<file path="src/rtl/tick_timer_pkg.sv">
package tick_timer_pkg;
  localparam int DIV_SEL_W = 3;

  typedef struct packed {
    logic [DIV_SEL_W-1:0] div_sel;
    logic                 pre_to_wdt;
    logic                 fall_edge;
    logic                 ext_mode;
  } tmr_ctrl_t;

  localparam int CTRL_W = $bits(tmr_ctrl_t);
endpackage

</file>
<file path="src/rtl/tt_edge_sync.sv">
module tt_edge_sync #(
  parameter int STAGES = 2
) (
  input  logic clk_i,
  input  logic rst_ni,
  input  logic pin_i,
  input  logic fall_sel_i,
  output logic evt_o
);
  // sh[STAGES-1] is the synchronized level, sh[STAGES] its previous value
  logic [STAGES:0] sh_q;

  for (genvar g = 0; g <= STAGES; g++) begin : g_stage
    if (g == 0) begin : g_first
      always_ff @(posedge clk_i or negedge rst_ni) begin
        if (!rst_ni) sh_q[0] <= 1'b0;
        else         sh_q[0] <= pin_i;
      end
    end else begin : g_next
      always_ff @(posedge clk_i or negedge rst_ni) begin
        if (!rst_ni) sh_q[g] <= 1'b0;
        else         sh_q[g] <= sh_q[g-1];
      end
    end
  end

  logic rise_w, fall_w;
  assign rise_w = sh_q[STAGES-1] & ~sh_q[STAGES];
  assign fall_w = ~sh_q[STAGES-1] & sh_q[STAGES];
  assign evt_o  = fall_sel_i ? fall_w : rise_w;
endmodule

</file>
<file path="src/rtl/tt_prescaler.sv">
module tt_prescaler #(
  parameter int SEL_W = 3
) (
  input  logic             clk_i,
  input  logic             rst_ni,
  input  logic             clr_i,
  input  logic             evt_i,
  input  logic [SEL_W-1:0] sel_i,
  output logic             tick_o
);
  localparam int PRE_W = 1 << SEL_W;

  logic [PRE_W-1:0] cnt_q;
  logic [PRE_W-1:0] mask_w;

  for (genvar g = 0; g < PRE_W; g++) begin : g_mask
    assign mask_w[g] = (SEL_W'(g) <= sel_i);
  end

  assign tick_o = evt_i & ((cnt_q & mask_w) == mask_w);

  always_ff @(posedge clk_i or negedge rst_ni) begin
    if (!rst_ni)    cnt_q <= '0;
    else if (clr_i) cnt_q <= '0;
    else if (evt_i) cnt_q <= cnt_q + 1'b1;
  end
endmodule

</file>
<file path="src/rtl/tt_count_core.sv">
module tt_count_core #(
  parameter int CNT_W    = 8,
  parameter int HOLD_CYC = 2
) (
  input  logic             clk_i,
  input  logic             rst_ni,
  input  logic             inc_i,
  input  logic             cyc_i,
  input  logic             wr_i,
  input  logic [CNT_W-1:0] wr_data_i,
  input  logic             flag_clr_i,
  output logic [CNT_W-1:0] count_o,
  output logic             hold_o,
  output logic             flag_o
);
  localparam int HW = $clog2(HOLD_CYC + 1);

  logic [HW-1:0]    hold_q;
  logic [CNT_W-1:0] count_q;
  logic             flag_q;
  logic             ovf_w;

  always_ff @(posedge clk_i or negedge rst_ni) begin
    if (!rst_ni)                   hold_q <= '0;
    else if (wr_i)                 hold_q <= HW'(HOLD_CYC);
    else if (cyc_i && hold_q != 0) hold_q <= hold_q - 1'b1;
  end

  always_ff @(posedge clk_i or negedge rst_ni) begin
    if (!rst_ni)     count_q <= '0;
    else if (wr_i)   count_q <= wr_data_i;
    else if (inc_i)  count_q <= count_q + 1'b1;
  end

  assign ovf_w = inc_i & ~wr_i & (&count_q);

  // hardware set beats software clear
  always_ff @(posedge clk_i or negedge rst_ni) begin
    if (!rst_ni)         flag_q <= 1'b0;
    else if (ovf_w)      flag_q <= 1'b1;
    else if (flag_clr_i) flag_q <= 1'b0;
  end

  assign count_o = count_q;
  assign hold_o  = (hold_q != 0);
  assign flag_o  = flag_q;
endmodule

</file>
<file path="src/rtl/tick_timer8.sv">
module tick_timer8
  import tick_timer_pkg::*;
#(
  parameter int CNT_W       = 8,
  parameter int SYNC_STAGES = 2,
  parameter int HOLD_CYC    = 2
) (
  input  logic              clk_i,
  input  logic              rst_ni,
  input  logic              cyc_en_i,
  input  logic              ext_clk_i,
  input  logic [CTRL_W-1:0] ctrl_i,
  input  logic              wr_en_i,
  input  logic [CNT_W-1:0]  wr_data_i,
  output logic [CNT_W-1:0]  rd_data_o,
  input  logic              flag_clr_i,
  input  logic              irq_en_i,
  input  logic              sleep_i,
  output logic              flag_o,
  output logic              irq_o,
  output logic              wdt_tick_o
);
  tmr_ctrl_t ctrl;
  logic ext_evt, src_evt, run, hold, pre_evt, pre_tick, inc;

  assign ctrl = tmr_ctrl_t'(ctrl_i);

  tt_edge_sync #(.STAGES(SYNC_STAGES)) u_sync (
    .clk_i      (clk_i),
    .rst_ni     (rst_ni),
    .pin_i      (ext_clk_i),
    .fall_sel_i (ctrl.fall_edge),
    .evt_o      (ext_evt)
  );

  assign src_evt = ctrl.ext_mode ? ext_evt : cyc_en_i;
  assign run     = ~sleep_i & ~hold;
  // watchdog side keeps the raw cycle strobe; counter side is gated
  assign pre_evt = ctrl.pre_to_wdt ? cyc_en_i : (src_evt & run);

  tt_prescaler #(.SEL_W(DIV_SEL_W)) u_pre (
    .clk_i  (clk_i),
    .rst_ni (rst_ni),
    .clr_i  (wr_en_i),
    .evt_i  (pre_evt),
    .sel_i  (ctrl.div_sel),
    .tick_o (pre_tick)
  );

  assign inc        = ctrl.pre_to_wdt ? (src_evt & run) : pre_tick;
  assign wdt_tick_o = ctrl.pre_to_wdt & pre_tick;

  tt_count_core #(.CNT_W(CNT_W), .HOLD_CYC(HOLD_CYC)) u_core (
    .clk_i      (clk_i),
    .rst_ni     (rst_ni),
    .inc_i      (inc),
    .cyc_i      (cyc_en_i),
    .wr_i       (wr_en_i),
    .wr_data_i  (wr_data_i),
    .flag_clr_i (flag_clr_i),
    .count_o    (rd_data_o),
    .hold_o     (hold),
    .flag_o     (flag_o)
  );

  assign irq_o = flag_o & irq_en_i;
endmodule

</file>
<file path="config.mk">
export PLATFORM = sky130hd
export DESIGN_NAME = tick_timer8
export DESIGN_NICKNAME = d
export VERILOG_FILES = /design/src/rtl/tick_timer_pkg.sv /design/src/rtl/tt_edge_sync.sv /design/src/rtl/tt_prescaler.sv /design/src/rtl/tt_count_core.sv /design/src/rtl/tick_timer8.sv
export SDC_FILE = /design/constraint.sdc
export NUM_CORES = 1
export LEC_CHECK = 0
export BUFFER_PORTS_ARGS = -buffer_cell sky130_fd_sc_hd__buf_2
export CELL_PAD_IN_SITES_DETAIL_PLACEMENT = 1
export CELL_PAD_IN_SITES_GLOBAL_PLACEMENT = 2
export CORE_MARGIN = 1
export CORE_UTILIZATION = 33
export CTS_CLUSTER_SIZE = 8
export DETAILED_ROUTE_END_ITERATION = 8
export PLACE_DENSITY_LB_ADDON = 0.1
export REMOVE_ABC_BUFFERS = 1
export SYNTH_ARGS = -nofsm -noshare
export SYNTH_HDL_FRONTEND = slang
export SYNTH_HIERARCHICAL = 1
export SYNTH_SLANG_ARGS = --single-unit
</file>
<file path="constraint.sdc">
create_clock -name clk_i -period 8 [get_ports clk_i]
set_clock_uncertainty 0.2 [all_clocks]
set_input_delay 1.2 -clock clk_i [delete_from_list [all_inputs] [get_ports clk_i]]
set_output_delay 1.2 -clock clk_i [all_outputs]
set_load 0.03 [all_outputs]
</file>
==> metrics.md <==
| Metric | Value |
|---|---|
| Internal | roughly 160 uW |
| Hold Path Depth | 0 |
| Hold Fails Final Rpt | 0 |
| Routability cong. | between 0.7 and 0.8 |
| Buffers on Ports | 32 |
| #FFs+latches synth | 22 |
| Multi-input gate area | ~600 um^2 |
| Worst-margin pin slew | approximately 0.82 ns |
| Inserted Clock Buffers | 3 |
| Final slew viol count | 0 |
| DR pass1 iterations | 3 |
| CTS clk-pin slew, worst paths | 0.13 ns |
| Initial Util | 0.353 |
| Core area | approximately 0.0034 mm^2 |
| Post-layout nets | about 180 |
| Status | finished clean |
| Die ar. | between 0.003 and 0.004 mm^2 |
| GR Overflow Total | 0 |
| Number of top-level pins | 33 |
| Die height | 62.5 um |
| WHS | around 0.16 ns |
| Post-CTS Setup Bufs | 0 |
| WS Path Type | input port to output port |
| Most common cell after layout, fill and taps aside | buf_2 |
| Post-route DRC | 0 |
| Min Tclk post-route | 4.19 ns |
| Final WL | between 2000 and 3000 um |
| CP endpoint kind | output port |
| Initial antenna violation count | 0 |
| F_max | roughly 240 MHz |
| Min-Delay Path Class | register to register |
| # hold bufs at CTS | 0 |
| Synth area leader | dfrtp_1 |
| Synth top area share | 0.456 |
| Clk Latency, worst-skew pair | roughly 0.31 ns |
| Register share of total power | 0.545 |
| Storage element area | 551 um^2 |
| Post-synth EDFFs | 0 |
| Clk pwr share | 0.271 |
| Top_reg_cell synth | dfrtp_1 |
| WP data required | 6.60 ns |
| Synthesized instance count | around 120 |
| Psw | slightly below 70 uW |
| Synth cell types | 41 |
| Comb pwr share | 0.184 |
| Vias in the first global route | ~1100 |
| PostCTS Resize Cnt | 0 |
| GR Util All Layers | 0.165 |
| Die X | 62.5 um |
| Largest net degree at the start of global routing | 31 |
| Setup Viol. Count Final | 0 |
| PD cells | ~160 mW/mm^2 |
| DR iter-0 viols | 26 |
| DRT antenna net count | 0 |
| Tcrit/Tclk final | 0.524 |
| Via count | between 1000 and 1500 |
| First-pass GRT wire length | between 5000 and 6000 um |
| RSZ-0062 raised after global routing | no |
| Dominant cells by area after synthesis | dfrtp_1 46%, xor2_1 4.4%, nand2_1 4.0% |
| Worst setup SP type | input port |
| Final setup TNS | 0 ns |
| Ant. Diodes | 0 |
| Syn Area/Cell | 9.82 um^2 |
| Peak VDD IR | about 0.000067 V |
| H-tree depth | 1 |
| Pleak | 0.000645 uW |
| Asr flop ratio synth | 1.00 |
| Clock sinks | 22 |
| FILL cells | approximately 400 |
| Cell Area, Synth | approximately 0.0012 mm^2 |
| Critical path arrival | between 2 and 3 ns |
| Register area share after synthesis | 0.456 |
| CP Max Fanout | 7 |
| Clk Tree Root Cell | clkbuf_4 |
| Vias per cell | ~5.0 |
| Switching share of total power | 0.298 |
| Routed len/inst | about 14 um |
| DP HPWL | just over 2000 um |
| Max Cap Violations | 0 |
| Synth warnings | 6 |
| Share of cells above drive strength 1 | 0.284 |
| Row count | 21 |
| R2R depth | 12 |
| Clk buf depth | 2 |
| CTS tree | built |
| Area growth from synthesis to final layout | 19.0% |
| Rel. slew slack | 0.455 |
| Most frequent cells in the layout | 32 x buf_2, 22 x dfrtp_1, 13 x nand2_1, 13 x nor2_1 |
worst paths after layout:
| path | start | end | slack (ns) |
|---|---|---|---|
| hold / removal | u_sync/sh_q[0] | u_sync/sh_q[1] | 0.16 |
| setup reg to reg | u_core/hold_q[0] | u_core/count_o[7] | 4.64 |
| setup / recovery | ctrl_i[1] | wdt_tick_o | 3.81 |
| min in group asynchronous | rst_ni | u_pre/cnt_q[2] | 0.64 |
| max in group asynchronous | rst_ni | u_pre/cnt_q[1] | 6.62 |
| hold reg to reg | u_sync/sh_q[0] | u_sync/sh_q[1] | 0.16 |
power groups by stage:
stage / sequential [uW] / clock [uW] / combinational, uW
2_1_floorplan: 134 / 0 / 17.5
3_3_place_gp: 128 / 0 / 41.7
3_5_place_dp: 128 / 0 / 43.3
4_1_cts: 126 / 66.5 / 43.5
5_1_grt: 127 / 70.3 / 48.1
6_report: 126 / 62.7 / 42.5
sequential cells by signal, summed over array words and instances, names as in the netlist:
name            count
u_core/hold_q       2
u_pre/cnt_q         8
u_sync/sh_q         3
u_core/flag_o       1
u_core/count_o      8
synth_stat cells (2+ instances only):
cell	count
dfrtp_1	22
nand2_1	13
nor2_1	13
inv_1	6
o21ai_1	6
xor2_1	6
xnor2_1	5
nand3_1	4
nand4_1	4
o21ai_0	4
ha_1	3
mux2i_1	3
nand2b_1	3
buf_2	2
nor2b_1	2
or4_1	2
cell families after synthesis:
group | synth area share
AOI/OAI and AO/OA | 0.120
buffers and inverters | 0.0456
and+or+nand+nor | 0.242
adders and majority gates | 0.0311
DFF | 0.456
xor gates and xnor gates | 0.0798
muxes | 0.0249
worst max-delay path, cell delays in order:
cell and delay, ns:
buf_2 0.10, nand3b_1 0.10, o21ai_2 0.07, mux2i_1 0.10, o41ai_1 0.27, buf_4 0.22, o211ai_1 0.09, a211oi_1 0.27
and2_2 0.18, buf_2 0.18
metal layers:
layer  global-route usage  routed length, um  vias to the layer above
met5                    0                  0                        -
met4               0.0523                 13                        0
met3               0.0292                 82                        2
met2                0.303               1370                       20
met1                0.191               1280                      486
li1                     -                  -                      494
cell type report:
type,count,area share
Inverter,6,0.0157
Multi-Input combinational cell,90,0.419
Clock buffer,4,0.0253
Timing Repair Buffer,33,0.117
Tap cell,46,0.0401
Sequential cell,22,0.383
stage by stage:
step                std cells  utilization  total power (uW)  instance area, um^2  setup slack, ns
floorplan                 118            -               152                 1170             3.67
CTS                       201        0.421               236                 1440             3.77
finish                    201        0.421               231                 1440             3.81
detailed placement        197        0.410               172                 1400             3.78
global placement          197        0.410               169                 1400             3.88
global route              201        0.421               246                 1440             3.59
Note: power is estimated with default switching activity, not from simulation.
